File: src/rtl/hir_pkg.sv
package hir_pkg;

  typedef enum logic [1:0] {
    PRIV_U    = 2'b00,
    PRIV_S    = 2'b01,
    PRIV_NONE = 2'b10,
    PRIV_M    = 2'b11
  } priv_e;

  typedef enum logic [1:0] {
    TGT_NONE = 2'b00,
    TGT_HS   = 2'b01,
    TGT_VS   = 2'b10,
    TGT_M    = 2'b11
  } tgt_e;

  // Per-tier global enables after privilege and virtualization are applied
  typedef struct packed {
    logic m;
    logic hs;
    logic vs;
  } tier_gate_t;

endpackage

File: src/rtl/hir_tier_gates.sv
module hir_tier_gates
  import hir_pkg::*;
(
  input  logic [1:0] priv_i,
  input  logic       virt_i,
  input  logic       mie_i,
  input  logic       sie_i,
  output tier_gate_t gates_o
);

  priv_e priv;
  assign priv = priv_e'(priv_i);

  always_comb begin
    gates_o = '0;
    unique case (priv)
      PRIV_U: begin
        gates_o.m  = 1'b1;
        gates_o.hs = 1'b1;
        gates_o.vs = virt_i;
      end
      PRIV_S: begin
        gates_o.m  = 1'b1;
        gates_o.hs = virt_i | sie_i;
        gates_o.vs = virt_i & sie_i;
      end
      PRIV_M: begin
        gates_o.m  = mie_i;
        gates_o.hs = virt_i;
        gates_o.vs = 1'b0;
      end
      default: gates_o = '0;
    endcase
  end

endmodule

File: src/rtl/hir_qualify.sv
module hir_qualify
  import hir_pkg::*;
#(
  parameter int IRQ_W = 16
) (
  input  logic [IRQ_W-1:0] pend_i,
  input  logic [IRQ_W-1:0] en_i,
  input  logic [IRQ_W-1:0] mdeleg_i,
  input  logic [IRQ_W-1:0] hdeleg_i,
  input  tier_gate_t       gates_i,
  output logic [IRQ_W-1:0] m_grp_o,
  output logic [IRQ_W-1:0] hs_grp_o,
  output logic [IRQ_W-1:0] vs_grp_o
);

  logic [IRQ_W-1:0] cand;
  assign cand = pend_i & en_i;

  always_comb begin
    m_grp_o  = cand & ~mdeleg_i            & {IRQ_W{gates_i.m}};
    hs_grp_o = cand &  mdeleg_i & ~hdeleg_i & {IRQ_W{gates_i.hs}};
    vs_grp_o = cand &  mdeleg_i &  hdeleg_i & {IRQ_W{gates_i.vs}};
  end

endmodule

File: src/rtl/hir_lsb_pick.sv
module hir_lsb_pick #(
  parameter int VEC_W = 16,
  localparam int IDX_W = (VEC_W > 1) ? $clog2(VEC_W) : 1
) (
  input  logic [VEC_W-1:0] vec_i,
  output logic             valid_o,
  output logic [IDX_W-1:0] idx_o,
  output logic [VEC_W-1:0] onehot_o
);

  // seen[k] is set when any bit below k is set
  logic [VEC_W:0] seen;
  assign seen[0] = 1'b0;

  for (genvar g = 0; g < VEC_W; g++) begin : g_chain
    assign seen[g+1]   = seen[g] | vec_i[g];
    assign onehot_o[g] = vec_i[g] & ~seen[g];
  end

  assign valid_o = seen[VEC_W];

  always_comb begin
    idx_o = '0;
    for (int i = 0; i < VEC_W; i++) begin
      if (onehot_o[i]) idx_o = idx_o | IDX_W'(i);
    end
  end

endmodule

File: src/rtl/hir_out_stage.sv
module hir_out_stage #(
  parameter int  CAUSE_W = 4,
  parameter bit  REG_OUT = 1'b1
) (
  input  logic               clk,
  input  logic               rst_n,
  input  logic               take_d,
  input  logic [CAUSE_W-1:0] cause_d,
  input  logic [1:0]         target_d,
  output logic               take_q,
  output logic [CAUSE_W-1:0] cause_q,
  output logic [1:0]         target_q
);

  if (REG_OUT) begin : g_reg
    logic cap_en;
    assign cap_en = 1'b1;

    always_ff @(posedge clk or negedge rst_n) begin
      if (!rst_n) begin
        take_q   <= 1'b0;
        cause_q  <= '0;
        target_q <= 2'b00;
      end else if (cap_en) begin
        take_q   <= take_d;
        cause_q  <= cause_d;
        target_q <= target_d;
      end
    end
  end else begin : g_comb
    logic unused_clk;
    assign unused_clk = clk ^ rst_n;
    assign take_q   = take_d;
    assign cause_q  = cause_d;
    assign target_q = target_d;
  end

endmodule

File: src/rtl/hyp_irq_router.sv
module hyp_irq_router
  import hir_pkg::*;
#(
  parameter int IRQ_W   = 16,
  parameter bit REG_OUT = 1'b1,
  localparam int CAUSE_W = (IRQ_W > 1) ? $clog2(IRQ_W) : 1
) (
  input  logic               clk,
  input  logic               rst_n,
  input  logic [IRQ_W-1:0]   irq_pend_i,
  input  logic [IRQ_W-1:0]   irq_en_i,
  input  logic [IRQ_W-1:0]   mdeleg_i,
  input  logic [IRQ_W-1:0]   hdeleg_i,
  input  logic [1:0]         priv_i,
  input  logic               virt_i,
  input  logic               mie_i,
  input  logic               sie_i,
  output logic               take_o,
  output logic [CAUSE_W-1:0] cause_o,
  output logic [1:0]         target_o
);

  tier_gate_t       gates;
  logic [IRQ_W-1:0] m_grp, hs_grp, vs_grp;
  logic [IRQ_W-1:0] any_grp, pick_oh;
  logic             pick_valid;
  logic [CAUSE_W-1:0] pick_idx;

  logic               take_d;
  logic [CAUSE_W-1:0] cause_d;
  tgt_e               target_d;

  hir_tier_gates u_gates (
    .priv_i (priv_i),
    .virt_i (virt_i),
    .mie_i  (mie_i),
    .sie_i  (sie_i),
    .gates_o(gates)
  );

  hir_qualify #(.IRQ_W(IRQ_W)) u_qual (
    .pend_i  (irq_pend_i),
    .en_i    (irq_en_i),
    .mdeleg_i(mdeleg_i),
    .hdeleg_i(hdeleg_i),
    .gates_i (gates),
    .m_grp_o (m_grp),
    .hs_grp_o(hs_grp),
    .vs_grp_o(vs_grp)
  );

  assign any_grp = m_grp | hs_grp | vs_grp;

  hir_lsb_pick #(.VEC_W(IRQ_W)) u_pick (
    .vec_i   (any_grp),
    .valid_o (pick_valid),
    .idx_o   (pick_idx),
    .onehot_o(pick_oh)
  );

  // Next-state decision
  always_comb begin
    take_d   = pick_valid;
    cause_d  = pick_valid ? pick_idx : '0;
    target_d = TGT_NONE;
    if (|(pick_oh & m_grp))       target_d = TGT_M;
    else if (|(pick_oh & hs_grp)) target_d = TGT_HS;
    else if (|(pick_oh & vs_grp)) target_d = TGT_VS;
  end

  hir_out_stage #(.CAUSE_W(CAUSE_W), .REG_OUT(REG_OUT)) u_out (
    .clk     (clk),
    .rst_n   (rst_n),
    .take_d  (take_d),
    .cause_d (cause_d),
    .target_d(target_d),
    .take_q  (take_o),
    .cause_q (cause_o),
    .target_q(target_o)
  );

endmodule

File: config.mk
export PLATFORM = sky130hd
export DESIGN_NAME = hyp_irq_router
export DESIGN_NICKNAME = d
export VERILOG_FILES = /design/src/rtl/hir_pkg.sv /design/src/rtl/hir_tier_gates.sv /design/src/rtl/hir_qualify.sv /design/src/rtl/hir_lsb_pick.sv /design/src/rtl/hir_out_stage.sv /design/src/rtl/hyp_irq_router.sv
export SDC_FILE = /design/constraint.sdc
export NUM_CORES = 1
export LEC_CHECK = 0
export BUFFER_PORTS_ARGS = -buffer_cell sky130_fd_sc_hd__buf_4
export CAP_MARGIN = 10
export CORE_UTILIZATION = 32
export CTS_CLUSTER_DIAMETER = 120
export CTS_CLUSTER_SIZE = 14
export DETAILED_ROUTE_END_ITERATION = 7
export SETUP_SLACK_MARGIN = 0.2
export SLEW_MARGIN = 10
export SYNTH_ARGS = -nofsm -noshare
export SYNTH_HDL_FRONTEND = slang
export SYNTH_SLANG_ARGS = --single-unit
File: constraint.sdc
create_clock -name clk -period 0.8 [get_ports clk]
set_clock_uncertainty 0.05 [all_clocks]
set_input_delay 0.04 -clock clk [delete_from_list [all_inputs] [get_ports clk]]
set_output_delay 0.04 -clock clk [all_outputs]
set_load 0.02 [all_outputs]
==> results of run 1 <==
## power by group through the flow
stage	registers [mW]	clock network [mW]	logic, mW
floorplan	0.548	0	0.773
global placement	0.454	0	1.97
detailed placement	0.452	0	1.99
CTS	0.461	0.506	2.28
global route	0.466	0.526	2.50
finish	0.461	0.492	2.33
## metal layers
layer / up-vias / track usage [%]
met2: 91 / 52.3
li1: 1442 / -
met3: 14 / 2.59
met4: 0 / 5.47
met1: 1375 / 34.0
met5: - / 0
## sequential cells by signal, indices dropped and copies added, names as in the netlist
name	count
u_out.cause_q	4
u_out.target_q	2
u_out.take_q	1
## logic make-up after synthesis
| kind of cell | share of synthesized area [%] |
|---|---|
| DFF | 9.56 |
| buffers and inverters | 8.20 |
| and+or+nand+nor | 36.3 |
| AOI/OAI and AO/OA | 46.0 |
## layout by cell type, fill, tap and decap left out, types with 5 or more instances in the layout
cell type / count
a211oi_1: 5
a21oi_1: 12
a31oi_1: 6
buf_4: 186
buf_6: 15
dfrtp_1: 7
inv_1: 17
nand2_1: 32
nand2b_1: 5
nand3_1: 18
nand3b_1: 5
nand4_1: 11
nor2_1: 18
nor2b_1: 5
nor3_1: 6
nor3_2: 5
o21ai_0: 11
o21ai_1: 5
o22ai_1: 8
o311ai_4: 5
## how the worst min path moves through the flow
| stage | start | cells after the start | slack, ns | end |
|---|---|---|---|---|
| floorplan | rst_n | 0 | -0.31 | u_out.cause_q[0]$_DFF_PN0_ |
| global placement | rst_n | 1 | -0.19 | u_out.take_q$_DFF_PN0_ |
| detailed placement | rst_n | 1 | -0.19 | u_out.take_q$_DFF_PN0_ |
| CTS | rst_n | 2 | 0.11 | u_out.take_q$_DFF_PN0_ |
| global route | rst_n | 2 | 0.13 | u_out.take_q$_DFF_PN0_ |
| finish | rst_n | 2 | 0.11 | u_out.take_q$_DFF_PN0_ |
## final cells by class
| cell class | count | area (um2) |
|---|---|---|
| Tap cell | 72 | 90.1 |
| Multi-Input combinational cell | 230 | 1710 |
| Fill cell | 494 | 1770 |
| Clock buffer | 4 | 45.0 |
| Inverter | 18 | 67.6 |
| Sequential cell | 7 | 175 |
| Timing Repair Buffer | 206 | 1660 |
## repair_timing
action | 4_1_cts | 5_1_grt
gates cloned | 1 | 0
pin swaps | 16 | 2
setup buffers | 14 | 0
endpoints found under the setup margin | 14 | 14
hold buffers | 1 | 0
hold endpoints to repair | 7 | 0
resized for setup | 42 | 9
## critical path, stage by stage
cell and delay, ns:
buf_6 0.16, buf_4 0.16, nor2b_1 0.08, o311ai_4 0.31, a22oi_2 0.10, and3_4 0.22, and4_4 0.16, a211oi_2 0.23
o31a_1 0.18, or4b_1 0.43
==> results.yml, run 1 <==
sta:
  slew_headroom_pct: 73.7
  rsz0062_at_grt: "true"
  fmax_mhz: 494
  slew_violations: 0
  worst_slack_ns: -1.22
  worstMarginPinSlew_ns: 0.390
  final_hold_viol_count: 0
  final-setup-viol-count: 14
  finalCriticalPeriod_ns: 2.02
  fin_setup_tns_ns: -7.78
  min_period_over_period_pct: 253
  hold_ws_ns: 0.112
logic_synthesis:
  syn_inst: 264
  yosys-top-cells-area: "dfrtp_1 (9.6%), nand2_1 (6.8%), nand3_1 (4.9%), a21oi_1 (3.8%), nand4_1 (3.8%)"
  synth_most_common_cell: "nand2_1"
  synth.ff_latch_count: 7
  synthTopCellsByCount: "nand2_1 (33), nand3_1 (18), nor2_1 (18)"
  yosysSeqAreaShare_pct: 9.56
  yosys_warnings: 0
  avgSynthCellArea_um2: 6.94
  synthFlopType: "dfrtp_1"
  ys_async_sr_fraction_pct: 100
  synth_fp_nets: 335
  yosysTopAreaCell: "dfrtp_1"
  synth-edff-count: 0
  synth_top_area_share_pct: 9.56
  netlist_area_mm2: 0.00183
  yosysUniqueCellTypes: 62
grt:
  grt_pass1_wl_mm: 13.4
  grt_antenna_before_repair: 0
  grt_max_degree: 11
  grt_pass1_vias: 2953
  overflow: 0
  grt_usage_pct: 27.8
power:
  internal_power_mw: 2.06
  p_per_area_mw_per_mm2: 878
  p_clk_share_pct: 15.0
  leakage_nw: 1.71
  p_switching_mw: 1.22
  combPwrFrac_pct: 71.0
  swShare_pct: 37.2
  total_power_mw: 3.29
  max-vdd-ir-drop_v: 0.000878
  pwr-share-seq_pct: 14.0
detailed_routing:
  wl_mm: 8.21
  vias_per_cell: 5.44
  top_layer_used: "met4"
  met1_length_mm: 3.51
  wl_met2_mm: 4.18
  drcViolationCount: 2
  drtAntennaViolNets: 0
  drt_pre_antenna_iters: 6
  drt_iter0_drc: 214
  routedWlPerCell_um: 15.3
  vias: 2922
  wl_met3_um: 372
cts:
  cts_num_sinks: 7
  cts_tree: "done"
  cts_root_buf: "clkbuf_8"
  clockBufferDepth: 2
  cts.clk_slew.worst_paths_ns: 0.04
  htreeDepth: 1
  cts_made_buffers: 3
finish:
  final_cells: 537
  final_util_pct: 67.9
  diodes: 0
  final_nets: 537
  drive_gt1_share_pct: 53.5
  finalInstanceArea_mm2: 0.00374
  area_growth_pct: 104
die:
  chipWidth_um: 77.7
  rows: 27
  io_pins: 78
  start_util_pct: 33.3
  core_area_mm2: 0.00551
  fp.dieH_um: 77.7
  dieArea_mm2: 0.00603
setup_path:
  critPathCapture: "u_out.target_q[1]$_DFF_PN0_"
  cp.required_ns: 0.84
  endpoint_kind: "flip-flop"
  critPathLaunch: "virt_i"
  path_max_fanout: 10
  critPathArrivalTime_ns: 2.07
  start_kind: "input port"
  path_class: "input port to flip-flop"
outcome:
  violations: "design-rule violations, negative setup slack"
  outcome: "finished, violations left"
placed_design:
  gp_congestion: 0.912
  placed_area_mm2: 0.00332
  dp_hpwl_mm: 6.49
  dp_cells: 517
  pre_cts_slack_ns: -1.57
  port-buffer-count: 77
hold_path:
  hold_class: "input port to asynchronous set/reset pin"
flow_run:
  maxCapViolCount: 0
No activity file was read; power rests on OpenSTA's default activity.
==> inputs of run 2 (changes only) <==
--- a/config.mk
+++ b/config.mk
@@ -5,12 +5,16 @@
 export SDC_FILE = /design/constraint.sdc
 export NUM_CORES = 1
 export LEC_CHECK = 0
+export ABC_CLOCK_PERIOD_IN_PS = 800
 export BUFFER_PORTS_ARGS = -buffer_cell sky130_fd_sc_hd__buf_4
 export CAP_MARGIN = 10
+export CELL_PAD_IN_SITES_DETAIL_PLACEMENT = 1
+export CELL_PAD_IN_SITES_GLOBAL_PLACEMENT = 1
 export CORE_UTILIZATION = 32
 export CTS_CLUSTER_DIAMETER = 120
 export CTS_CLUSTER_SIZE = 14
 export DETAILED_ROUTE_END_ITERATION = 7
+export PLACE_DENSITY_LB_ADDON = 0.1
 export SETUP_SLACK_MARGIN = 0.2
 export SLEW_MARGIN = 10
 export SYNTH_ARGS = -nofsm -noshare
==> run 2 against run 1 <==
Against the previous run:
- the flow now stops in global routing (5_1_grt)
- synthesized cell count unchanged
- synthesized area unchanged
==> results.yml, run 2 <==
logic_synthesis:
  synth_most_common_cell: "nand2_1"
  ys_async_sr_fraction_pct: 100
  yosysSeqAreaShare_pct: 9.56
  synth.ff_latch_count: 7
  synth-edff-count: 0
  synthFlopType: "dfrtp_1"
  yosys-top-cells-area: "dfrtp_1 (9.6%), nand2_1 (6.8%), nand3_1 (4.9%), a21oi_1 (3.8%), nand4_1 (3.8%)"
  synth_fp_nets: 335
  netlist_area_mm2: 0.00183
  yosysTopAreaCell: "dfrtp_1"
  avgSynthCellArea_um2: 6.94
  synthTopCellsByCount: "nand2_1 (33), nand3_1 (18), nor2_1 (18)"
  yosysUniqueCellTypes: 62
  synth_top_area_share_pct: 9.56
  yosys_warnings: 0
  syn_inst: 264
outcome:
  stop_error: "[ERROR GRT-0232] Routing congestion too high. Check the congestion heatmap in the GUI."
  failing_step: "global routing (5_1_grt)"
  outcome: "did not finish"
grt:
  grt_usage_pct: 76.8
  grt_max_degree: 15
  overflow: 139
placed_design:
  dp_hpwl_mm: 8.33
  port-buffer-count: 77
  gp_congestion: 0.948
  placed_area_mm2: 0.00340
  dp_cells: 526
die:
  fp.dieH_um: 77.7
  io_pins: 78
  start_util_pct: 33.3
  chipWidth_um: 77.7
  rows: 27
cts:
  cts_made_buffers: 3
  cts_root_buf: "clkbuf_8"
  clockBufferDepth: 2
  htreeDepth: 1
  cts_num_sinks: 7
sta:
  worst_endpoint: "u_out.target_q[1]$_DFF_PN0_/D"
  endpoint_type: "sequential cell input"
==> run 2: cell counts after synthesis <==
No cell type changed its count.
==> run 2: kinds of logic after synthesis <==
| logic type | after synthesis | synth area share [%] |
|---|---|---|
| and+or+nand+nor | 125 | 36.3 |
| buffers and inverters | 28 | 8.20 |
| DFF | 7 | 9.56 |
| AOI/OAI and AO/OA | 104 | 46.0 |
==> run 2: stage by stage <==
stage / setup WS [ns] / utilization [%]
CTS: -1.29 / 67.0
detailed placement: -1.63 / 61.7
floorplan: -1.41 / -
global placement: -1.64 / 61.7
==> run 2: layer usage <==
| layer | global-route usage, % | GRT overflow |
|---|---|---|
| met5 | 0 | 0 |
| met4 | 89.4 | 51 |
| met3 | 49.9 | 1 |
| met2 | 102 | 85 |
| met1 | 74.2 | 2 |
==> run 2: timing repair <==
action | in CTS
pin swaps | 11
hold buffers | 1
setup endpoints to repair | 14
hold endpoints to repair | 7
cloned | 2
resized for setup | 36
setup buffers | 5
==> inputs of run 3 (changes only) <==
--- a/config.mk
+++ b/config.mk
@@ -8,14 +8,9 @@
 export ABC_CLOCK_PERIOD_IN_PS = 800
 export BUFFER_PORTS_ARGS = -buffer_cell sky130_fd_sc_hd__buf_4
 export CAP_MARGIN = 10
-export CELL_PAD_IN_SITES_DETAIL_PLACEMENT = 1
-export CELL_PAD_IN_SITES_GLOBAL_PLACEMENT = 1
-export CORE_UTILIZATION = 32
-export CTS_CLUSTER_DIAMETER = 120
-export CTS_CLUSTER_SIZE = 14
+export CORE_UTILIZATION = 20
 export DETAILED_ROUTE_END_ITERATION = 7
-export PLACE_DENSITY_LB_ADDON = 0.1
-export SETUP_SLACK_MARGIN = 0.2
+export PLACE_DENSITY_LB_ADDON = 0.15
 export SLEW_MARGIN = 10
 export SYNTH_ARGS = -nofsm -noshare
 export SYNTH_HDL_FRONTEND = slang
==> run 3 against run 2 <==
Against the previous run:
- the flow now finishes, with violations (design-rule violations, negative setup slack)
==> results.yml, run 3 (synthesis results as in run 1) <==
outcome:
  outcome: "finished, violations left"
  violations: "design-rule violations, negative setup slack"
finish:
  final_cell_mix: "buf_4 (186), nand2_1 (32), nor2_1 (18), nand3_1 (18), inv_1 (17)"
  n_fill_cell: 913
  drive_gt1_share_pct: 55.2
  largestRegisters: "u_out.cause_q x4, u_out.target_q x2, u_out.take_q x1"
  largest_register: "u_out.cause_q"
  layout_commonest_cell: "buf_4"
  regArea_um2: 175
  multi_input_area_mm2: 0.00172
  largest_register_ff_count: 4
  area_growth_pct: 107
  final_nets: 536
  diodes: 0
setup_path:
  slowest_stage: "or4b_4"
  path_class: "input port to flip-flop"
  cpPeakStageDelay_ns: 0.45
  crit_chain: "buf_8 -> nor2b_4 -> o311ai_4 -> a22oi_2 -> and3_4 -> buf_6 -> and4_4 -> a211oi_2 -> o31a_1 -> or4b_4"
  endpoint_kind: "flip-flop"
  cp.required_ns: 0.84
  start_kind: "input port"
  path_max_fanout: 6
  critPathArrivalTime_ns: 2.10
detailed_routing:
  drt_iter0_drc: 137
  vias: 2874
  routedWlPerCell_um: 15.4
  wl_mm: 8.82
  vias_per_cell: 5.02
  drtAntennaViolNets: 0
  drcViolationCount: 14
  drt_pre_antenna_iters: 7
sta:
  slew_headroom_pct: 68.9
  final-setup-viol-count: 14
  worst_slack_ns: -1.26
  fmax_mhz: 485
  finalCriticalPeriod_ns: 2.06
  min_period_over_period_pct: 258
  final_hold_viol_count: 0
  hold_ws_ns: 0.114
  worstMarginPinSlew_ns: 0.465
  slew_violations: 0
  rsz0062_at_grt: "true"
power:
  p_switching_mw: 1.24
  p_per_area_mw_per_mm2: 871
  p_clk_share_pct: 14.6
  total_power_mw: 3.30
  max-vdd-ir-drop_v: 0.000410
  leakage_nw: 1.72
  swShare_pct: 37.4
  pwr-share-seq_pct: 14.0
  internal_power_mw: 2.07
  combPwrFrac_pct: 71.3
placed_design:
  port-buffer-count: 77
  pre_cts_slack_ns: -1.71
  dp_hpwl_mm: 7.09
  gp_congestion: 0.839
cts:
  cts.clk_slew.worst_paths_ns: 0.04
  clockBufferDepth: 2
  cts_num_sinks: 7
  cts_root_buf: "clkbuf_8"
  htreeDepth: 1
  cts_tree: "done"
  cts_made_buffers: 3
flow_run:
  maxCapViolCount: 0
die:
  dieArea_mm2: 0.00955
  rows: 34
  fp.dieH_um: 97.7
  chipWidth_um: 97.7
  start_util_pct: 20.8
  io_pins: 78
  core_area_mm2: 0.00881
grt:
  grt_pass1_wl_mm: 14.3
  grt_pass1_vias: 2915
  grt_usage_pct: 18.2
  grt_max_degree: 11
  overflow: 0
  grt_antenna_before_repair: 0
hold_path:
  hold_class: "input port to asynchronous set/reset pin"
==> run 3: power groups by stage <==
| stage | combinational (mW) | clock (mW) | sequential, mW |
|---|---|---|---|
| 2_1_floorplan | 0.773 | 0 | 0.548 |
| 4_1_cts | 2.23 | 0.501 | 0.467 |
| 3_3_place_gp | 2.00 | 0 | 0.460 |
| 6_report | 2.36 | 0.483 | 0.464 |
| 3_5_place_dp | 2.02 | 0 | 0.458 |
| 5_1_grt | 2.54 | 0.522 | 0.470 |
==> run 3: cell type report <==
| cell class | instances | share of cell area [%] |
|---|---|---|
| clock buffers | 4 | 1.19 |
| inverters | 18 | 1.78 |
| multi-input cells | 230 | 45.3 |
| flip-flops and latches | 7 | 4.62 |
| well taps | 108 | 3.56 |
| repair buffers | 205 | 43.5 |
==> run 3: path summary, 6_finish.rpt <==
kind | slack, ns | startpoint | end
hold / removal | 0.11 | rst_n | u_out.cause_q[0]$_DFF_PN0_
max in group asynchronous | 0.47 | rst_n | u_out.take_q$_DFF_PN0_
setup / recovery | -1.26 | priv_i[0] | u_out.target_q[1]$_DFF_PN0_
min in group clk | 0.19 | irq_en_i[14] | u_out.cause_q[0]$_DFF_PN0_
==> run 3: through the flow <==
step                      instances  instance area (um2)  TNS, ns  utilization [%]
final                           572                 3790    -8.46             43.1
after global routing            572                 3790    -9.51             43.1
after CTS                       566                 3600    -8.49             40.9
after detailed placement        549                 3320   -11.70             37.7
after global placement          549                 3320   -11.70             37.7
after floorplan                 264                 1870    -9.33                -
==> run 3: repair_timing <==
action	CTS	global route
pin swaps	10	21
hold endpoints to repair	7	0
setup buffers	11	6
resized for setup	30	29
endpoints found under the setup margin	14	14
gates cloned	1	1
hold buffers	1	0
==> run 3: critical path, delay by kind of cell <==
family          cells  cell delay (ns)
simple gates        4             1.00
compound gates      4             0.85
buf+inv             2             0.22
==> run 3: per-layer routing <==
metal	wire length (um)	track usage [%]	vias up	part of all wire, %
met3	272	1.08	10	3.1
met1	4000	23.6	1356	45
met2	4410	33.6	68	50
met4	131	2.91	0	1.5
li1	-	-	1440	-
met5	0	0	-	0
